## config.mk

```make
export PLATFORM = sky130hd
export DESIGN_NAME = tea_mini_enc
export DESIGN_NICKNAME = d
export VERILOG_FILES = /design/src/rtl/tea_mini_pkg.sv /design/src/rtl/tea_mini_ctrl.sv /design/src/rtl/tea_mini_datapath.sv /design/src/rtl/tea_mini_enc.sv
export SDC_FILE = /design/constraint.sdc
export NUM_CORES = 1
export LEC_CHECK = 0
export CAP_MARGIN = 20
export CORE_MARGIN = 1
export CORE_UTILIZATION = 60
export DETAILED_ROUTE_END_ITERATION = 6
export DONT_BUFFER_PORTS = 1
export HOLD_SLACK_MARGIN = 0.08
export PLACE_DENSITY = 0.76
export SYNTH_ARGS = -nofsm -noshare
export SYNTH_HDL_FRONTEND = slang
export SYNTH_HIERARCHICAL = 1
export SYNTH_SLANG_ARGS = --single-unit
```

## constraint.sdc

```tcl
create_clock -name clk -period 4.05 [get_ports clk]
set_input_delay 0.2025 -clock clk [delete_from_list [all_inputs] [get_ports clk]]
set_output_delay 0.2025 -clock clk [all_outputs]
set_load 0.01 [all_outputs]
```

## src/rtl/tea_mini_pkg.sv

```systemverilog
package tea_mini_pkg;
  // Micro-step order inside one iteration; the sum step must come first,
  // and the v0 group must finish before the v1 group begins.
  typedef enum logic [3:0] {
    ST_SUM = 4'd0,
    ST_A0  = 4'd1,
    ST_B0  = 4'd2,
    ST_C0  = 4'd3,
    ST_D0  = 4'd4,
    ST_A1  = 4'd5,
    ST_B1  = 4'd6,
    ST_C1  = 4'd7,
    ST_D1  = 4'd8
  } step_e;
endpackage

```

## src/rtl/tea_mini_ctrl.sv

```systemverilog
module tea_mini_ctrl
  import tea_mini_pkg::*;
#(
  parameter int ROUNDS = 8
) (
  input  logic  clk,
  input  logic  rst_n,
  input  logic  start,
  output logic  busy,
  output logic  load,
  output step_e step,
  output logic  done
);
  localparam int IW = (ROUNDS > 1) ? $clog2(ROUNDS) : 1;
  localparam logic [IW-1:0] LAST_ITER = IW'(ROUNDS - 1);

  logic          busy_q, busy_n;
  logic          done_q, done_n;
  step_e         step_q, step_n;
  logic [IW-1:0] iter_q, iter_n;

  always_comb begin
    load   = start && !busy_q;
    busy_n = busy_q;
    step_n = step_q;
    iter_n = iter_q;
    done_n = 1'b0;
    if (load) begin
      busy_n = 1'b1;
      step_n = ST_SUM;
      iter_n = '0;
    end else if (busy_q) begin
      if (step_q == ST_D1) begin
        step_n = ST_SUM;
        if (iter_q == LAST_ITER) begin
          busy_n = 1'b0;
          done_n = 1'b1;
        end else begin
          iter_n = iter_q + 1'b1;
        end
      end else begin
        step_n = step_e'(step_q + 4'd1);
      end
    end
  end

  always_ff @(posedge clk or negedge rst_n) begin
    if (!rst_n) begin
      busy_q <= 1'b0;
      done_q <= 1'b0;
      step_q <= ST_SUM;
      iter_q <= '0;
    end else begin
      busy_q <= busy_n;
      done_q <= done_n;
      step_q <= step_n;
      iter_q <= iter_n;
    end
  end

  assign busy = busy_q;
  assign step = step_q;
  assign done = done_q;

  // the completion flag lasts a single cycle
  a_r6_done_single: assert property (@(posedge clk) disable iff (!rst_n)
    done_q |=> !done_q);
  // completion only follows a cycle of work
  a_r6_done_after_busy: assert property (@(posedge clk) disable iff (!rst_n)
    done_q |-> $past(busy_q));
endmodule

```

## src/rtl/tea_mini_datapath.sv

```systemverilog
module tea_mini_datapath
  import tea_mini_pkg::*;
#(
  parameter int          W     = 8,
  parameter int          SHL   = 4,
  parameter int          SHR   = 5,
  parameter logic [W-1:0] DELTA = 8'hA0
) (
  input  logic           clk,
  input  logic           rst_n,
  input  logic           load,
  input  logic           busy,
  input  step_e          step,
  input  logic [2*W-1:0] blk_in,
  input  logic [4*W-1:0] key_in,
  output logic [W-1:0]   v0,
  output logic [W-1:0]   v1
);
  logic [W-1:0]      v0_q, v1_q, sum_q, acc_q;
  logic [W-1:0]      v0_n, v1_n, sum_n, acc_n;
  logic [3:0][W-1:0] key_q;
  logic [W-1:0]      src, dst, k_lo, k_hi, op_a, op_b, add_r;
  logic              second_half;

  // Operand selection for the single shared adder
  always_comb begin
    second_half = (step >= ST_A1);
    src  = second_half ? v0_q : v1_q;
    dst  = second_half ? v1_q : v0_q;
    k_lo = second_half ? key_q[2] : key_q[0];
    k_hi = second_half ? key_q[3] : key_q[1];
    unique case (step)
      ST_SUM:       begin op_a = DELTA;                       op_b = sum_q; end
      ST_A0, ST_A1: begin op_a = {src[W-SHL-1:0], {SHL{1'b0}}}; op_b = k_lo; end
      ST_B0, ST_B1: begin op_a = src;                         op_b = sum_q; end
      ST_C0, ST_C1: begin op_a = {{SHR{1'b0}}, src[W-1:SHR]};   op_b = k_hi; end
      default:      begin op_a = acc_q;                       op_b = dst;   end
    endcase
    add_r = op_a + op_b;
  end

  // Next values of the working registers
  always_comb begin
    v0_n  = v0_q;
    v1_n  = v1_q;
    sum_n = sum_q;
    acc_n = acc_q;
    unique case (step)
      ST_SUM:       sum_n = add_r;
      ST_A0, ST_A1: acc_n = add_r;
      ST_D0:        v0_n  = add_r;
      ST_D1:        v1_n  = add_r;
      default:      acc_n = acc_q ^ add_r;
    endcase
  end

  always_ff @(posedge clk or negedge rst_n) begin
    if (!rst_n) begin
      v0_q  <= '0;
      v1_q  <= '0;
      sum_q <= '0;
      acc_q <= '0;
      key_q <= '0;
    end else if (load) begin
      v0_q  <= blk_in[2*W-1:W];
      v1_q  <= blk_in[W-1:0];
      sum_q <= '0;
      acc_q <= '0;
      key_q <= key_in;
    end else if (busy) begin
      v0_q  <= v0_n;
      v1_q  <= v1_n;
      sum_q <= sum_n;
      acc_q <= acc_n;
    end
  end

  assign v0 = v0_q;
  assign v1 = v1_q;

  // the running sum only advances in its own micro-step
  a_r5_sum_only_on_step: assert property (@(posedge clk) disable iff (!rst_n)
    (!load && !(busy && step == ST_SUM)) |=> $stable(sum_q));
  // the key is captured only by an accepted start
  a_r8_key_hold: assert property (@(posedge clk) disable iff (!rst_n)
    !load |=> $stable(key_q));
endmodule

```

## src/rtl/tea_mini_enc.sv

```systemverilog
module tea_mini_enc
  import tea_mini_pkg::*;
#(
  parameter int W      = 8,
  parameter int ROUNDS = 8
) (
  input  logic           clk,
  input  logic           rst_n,
  input  logic           start,
  input  logic [2*W-1:0] blk_in,
  input  logic [4*W-1:0] key_in,
  output logic           done,
  output logic [2*W-1:0] result
);
  logic         busy_w, load_w;
  step_e        step_w;
  logic [W-1:0] v0_w, v1_w;

  tea_mini_ctrl #(.ROUNDS(ROUNDS)) u_ctrl (
    .clk(clk), .rst_n(rst_n), .start(start),
    .busy(busy_w), .load(load_w), .step(step_w), .done(done)
  );

  tea_mini_datapath #(.W(W)) u_dp (
    .clk(clk), .rst_n(rst_n), .load(load_w), .busy(busy_w), .step(step_w),
    .blk_in(blk_in), .key_in(key_in), .v0(v0_w), .v1(v1_w)
  );

  assign result = {v0_w, v1_w};

  // a start during work never triggers a reload
  a_r8_start_ignored: assert property (@(posedge clk) disable iff (!rst_n)
    (busy_w && start) |-> !load_w);
  // while idle and not restarted, the output is frozen
  a_r7_result_hold: assert property (@(posedge clk) disable iff (!rst_n)
    (!busy_w && !start) |=> $stable(result));
endmodule

```

==> metrics.txt <==
# TYPE chip_impl_metric gauge
chip_impl_info{name="result_of_the_run",value="finished clean"} 1
chip_impl_metric{name="yosysWarningCount",unit=""} 6
chip_impl_metric{name="dpl_worst_slack",unit="ns"} 0.414
chip_impl_metric{name="post_dp_hpwl",unit="mm"} 6.95
chip_impl_metric{name="iteration_count_of_the_initial_detailed_routing_pass",unit=""} 5
chip_impl_metric{name="ant_nets",unit=""} 0
chip_impl_metric{name="timing.setup.tns",unit="ns"} 0
chip_impl_metric{name="fmax",unit="GHz"} 0.267
chip_impl_metric{name="gp_congestion",unit=""} 0.926
chip_impl_metric{name="cp_data_arrival_time",unit="ns"} 4.01
chip_impl_info{name="postSynth.topFlopCell",value="sky130_fd_sc_hd__dfrtp_1"} 1
chip_impl_info{name="criticalPathCategory",value="flop to flop"} 1
chip_impl_metric{name="row_count",unit=""} 30
chip_impl_metric{name="maximum_count_of_clock_buffers_along_a_single_path",unit=""} 2
chip_impl_info{name="cpLargestDelayFamily",value="compound AO/OA/AOI/OAI gates"} 1
chip_impl_metric{name="postSynthCellCount",unit=""} 412
chip_impl_metric{name="synthesis.nets",unit=""} 475
chip_impl_metric{name="ir_worst_vdd",unit="uV"} 550
chip_impl_metric{name="ff2ff_path_depth",unit=""} 17
chip_impl_metric{name="layout.nets",unit=""} 526
chip_impl_metric{name="ctsResizeCount",unit=""} 0
chip_impl_info{name="cts_tree",value="done"} 1
chip_impl_metric{name="insertedDiodeCount",unit=""} 0
chip_impl_metric{name="design.die.area",unit="um^2"} 7360
chip_impl_metric{name="report.final.setup_viol",unit=""} 0
chip_impl_metric{name="post-cts-setup-buffers",unit=""} 0
chip_impl_metric{name="ys_ff_latch",unit=""} 73
chip_impl_metric{name="drt_drc_violations_left",unit=""} 0
chip_impl_metric{name="powerDensity",unit="nW/um^2"} 1070
chip_impl_metric{name="wl",unit="mm"} 11.2
chip_impl_metric{name="netlist_area",unit="um^2"} 4210
chip_impl_metric{name="routed_wire_length_per_instance",unit="um"} 19.8
chip_impl_metric{name="global_route_wire_length_before_repair",unit="mm"} 17.7
chip_impl_info{name="yosys-top-cells-area",value="sky130_fd_sc_hd__dfrtp_1 (43%), sky130_fd_sc_hd__mux2i_1 (11%), sky130_fd_sc_hd__mux2_2 (8.6%), sky130_fd_sc_hd__o21ai_0 (5.5%), sky130_fd_sc_hd__nand2_1 (4.1%)"} 1
chip_impl_metric{name="max_clock_skew",unit="ns"} 0.00937
chip_impl_metric{name="finalCritPeriodShare",unit="%"} 92.3
chip_impl_metric{name="drv_cap",unit=""} 0
chip_impl_metric{name="dp_cells",unit=""} 497
chip_impl_metric{name="fin_cells",unit=""} 564
chip_impl_metric{name="post_route_cells_drive_above_1_share",unit="%"} 17.3
chip_impl_metric{name="synth-edff-count",unit=""} 0
chip_impl_metric{name="post_dp_cell_area",unit="um^2"} 4320
chip_impl_metric{name="initial_core_util",unit="%"} 62.0
chip_impl_info{name="cts.root.buffer_cell",value="sky130_fd_sc_hd__clkbuf_8"} 1
chip_impl_metric{name="yosys.cell_types.count",unit=""} 48
chip_impl_metric{name="globalRouteTotalUtil",unit="%"} 31.9
chip_impl_info{name="slowest_stage",value="sky130_fd_sc_hd__fa_1"} 1
chip_impl_metric{name="design_area",unit="um^2"} 5050
chip_impl_info{name="r2r_start",value="u_ctrl/step[1]$_DFFE_PN0P_"} 1
chip_impl_metric{name="hold-worst-slack",unit="ns"} 0.142
chip_impl_metric{name="syn_area_per_cell",unit="um^2"} 10.2
chip_impl_metric{name="floorplan.die.width",unit="um"} 85.8
chip_impl_metric{name="synth_async_sr_flop_share",unit="%"} 100
chip_impl_metric{name="cts.reportedPaths.clkPinSlew",unit="ns"} 0.08
chip_impl_metric{name="chipHeight",unit="um"} 85.8
chip_impl_metric{name="worst_slew_margin_relative_to_its_limit",unit="%"} 33.8
chip_impl_metric{name="drt-initial-drc-count",unit=""} 304
chip_impl_metric{name="ff_to_ff_setup_slack",unit="ns"} 0.31
chip_impl_info{name="critPathCaptureType",value="flop"} 1
chip_impl_metric{name="cp.required",unit="ns"} 4.32
chip_impl_info{name="rsz0062_at_grt",value="false"} 1
chip_impl_metric{name="path_buf_inv",unit=""} 1
chip_impl_metric{name="finalHoldViolations",unit=""} 0
chip_impl_metric{name="crit_path_max_incr_delay",unit="ns"} 0.41
chip_impl_metric{name="worst-path-max-fanout",unit=""} 11
chip_impl_metric{name="vias_per_cell",unit=""} 6.16
chip_impl_info{name="r2r_end",value="u_dp/v1[6]$_DFFE_PN0P_"} 1
chip_impl_metric{name="timing_worst_slew_pin_value",unit="ns"} 0.988
chip_impl_metric{name="seq_area_frac_synth",unit="%"} 43.4
chip_impl_info{name="timing.critical_path.from",value="u_ctrl/step[1]$_DFFE_PN0P_"} 1
chip_impl_metric{name="io_buffer_count",unit=""} 0
chip_impl_metric{name="num_vias",unit=""} 3473
chip_impl_metric{name="core",unit="um^2"} 6790
chip_impl_metric{name="grt_antenna_before_repair",unit=""} 0
chip_impl_metric{name="cts-buffers-inserted",unit=""} 9
chip_impl_info{name="hold_path_class",value="input port to flop"} 1
chip_impl_metric{name="grt_pass1_vias",unit=""} 3383
chip_impl_metric{name="finalPower",unit="mW"} 5.38
chip_impl_metric{name="cts_hold_buffers",unit=""} 51
chip_impl_metric{name="clock_insertion_delay_worst_skew",unit="ns"} 0.36
chip_impl_metric{name="tritoncts_num_sinks",unit=""} 73
chip_impl_info{name="cell_by_cell_listing_of_the_critical_path",value="nor2_2 -> nor2b_1 -> nor2_2 -> buf_4 -> mux2i_1 -> nor3_1 -> a21oi_1 -> o21ai_0 -> ha_1 -> fa_1 -> a21o_1 -> a21oi_1 -> o21bai_1 -> a21oi_1 -> xnor2_1 -> mux2i_1 -> o21ai_0"} 1
chip_impl_metric{name="count_of_pins_on_the_block_boundary",unit=""} 68
chip_impl_metric{name="synthDominantCellAreaShare",unit="%"} 43.4
chip_impl_metric{name="htree_num_levels",unit=""} 3
chip_impl_info{name="category_of_the_worst_setup_path_launch_point",value="flop"} 1
chip_impl_metric{name="finalCriticalPeriod",unit="ns"} 3.74
chip_impl_metric{name="static-leakage-power",unit="nW"} 2.24
chip_impl_metric{name="layout.core_utilization",unit="%"} 74.3
chip_impl_metric{name="layout.filler_cells",unit=""} 464
chip_impl_info{name="critPathCapture",value="u_dp/v1[6]$_DFFE_PN0P_"} 1
chip_impl_info{name="cp_common_cell",value="sky130_fd_sc_hd__a21oi_1"} 1
chip_impl_metric{name="grt_max_degree",unit=""} 74
chip_impl_metric{name="area_growth_syn_to_layout",unit="%"} 19.8
chip_impl_metric{name="hold-path-cell-count",unit=""} 3
chip_impl_info{name="biggest_area_consumer_among_synthesized_cells",value="sky130_fd_sc_hd__dfrtp_1"} 1
chip_impl_metric{name="worst-path-stages",unit=""} 17
chip_impl_metric{name="maxSlewViolCount",unit=""} 0
chip_impl_metric{name="globalRouteOverflowTotal",unit=""} 0
chip_impl_metric{name="postLayoutSetupSlackWorst",unit="ns"} 0.310
-- area by class of cell --
class / count / area (um^2) / share of cell area, %
tap: 96 / 120 / 2.38
sequential: 73 / 1830 / 36.2
multi-input combinational: 308 / 2250 / 44.6
clock inverter: 7 / 71.3 / 1.41
inverter: 7 / 26.3 / 0.521
timing repair buffer: 64 / 626 / 12.4
clock buffer: 9 / 124 / 2.45
-- flip-flops by register name, summed over array words and instances (netlist names) --
register       cells
u_ctrl/busy        1
u_ctrl/done        1
u_ctrl/iter_q      3
u_ctrl/step        4
u_dp/acc_q         8
u_dp/key_q        32
u_dp/sum_q         8
u_dp/v0            8
u_dp/v1            8
-- kinds of logic (layout without fill, tap and decap cells) --
kind of cell	Yosys count	count (layout)	synth area share, %
AO/OA/AOI/OAI	113	113	17.6
XOR/XNOR	6	6	1.57
adder cells (fa/ha/maj)	12	12	3.74
buffers and inverters	31	87	3.24
flip-flops	73	73	43.4
multiplexers	79	79	19.8
AND/OR/NAND/NOR	98	98	10.7
-- layer usage --
metal | track usage (%) | share of wire, % | vias up | wire length (um)
li1 | - | - | 1599 | -
met1 | 43.6 | 41 | 1682 | 4630
met2 | 50.8 | 48 | 168 | 5390
met3 | 7.12 | 7.8 | 24 | 868
met4 | 10.3 | 2.4 | 0 | 267
met5 | 0 | 0 | - | 0
-- report_power, final --
group          internal [mW]  leakage (nW)  switching, mW  total, mW
clock                  0.241        0.0999          0.321      0.562
sequential              1.11         0.882          0.377       1.49
combinational           1.47          1.26           1.85       3.32
total                   2.83          2.24           2.55       5.38
-- cells in the mapped netlist, drive strengths merged, types with 6 or more instances --
| library cell | n |
|---|---|
| a21oi | 19 |
| a22oi | 12 |
| clkbuf | 19 |
| dfrtp | 73 |
| ha | 11 |
| inv | 7 |
| mux2 | 33 |
| mux2i | 46 |
| nand2 | 46 |
| nor2 | 27 |
| o21a | 6 |
| o21ai | 47 |
| o221a | 6 |
| o221ai | 8 |
-- tightest hold or removal path, stage by stage --
cell	delay, ns
sky130_fd_sc_hd__nand2b_1	0.10
sky130_fd_sc_hd__nand2_1	0.09
sky130_fd_sc_hd__mux2i_1	0.06
-- placed cells by master, fill, tap and decap left out, drive strengths merged, types with 11 or more instances in the layout --
cell,n
dfrtp,73
dlygate4sd3,50
o21ai,47
nand2,46
mux2i,46
mux2,33
nor2,27
a21oi,19
buf,14
a22oi,12
inv,12
ha,11
-- how the worst min path moves through the flow --
stage | startpoint | endpoint | slack, ns
2_1_floorplan | rst_n | u_ctrl/busy$_DFF_PN0_ | -0.09
3_3_place_gp | rst_n | u_ctrl/iter_q[2]$_DFFE_PN0P_ | -0.09
3_5_place_dp | rst_n | u_ctrl/iter_q[1]$_DFFE_PN0P_ | -0.09
4_1_cts | start | u_ctrl/iter_q[0]$_DFFE_PN0P_ | 0.14
5_1_grt | start | u_ctrl/iter_q[0]$_DFFE_PN0P_ | 0.16
6_report | start | u_ctrl/iter_q[0]$_DFFE_PN0P_ | 0.14
No activity file was read; power rests on OpenSTA's default activity.
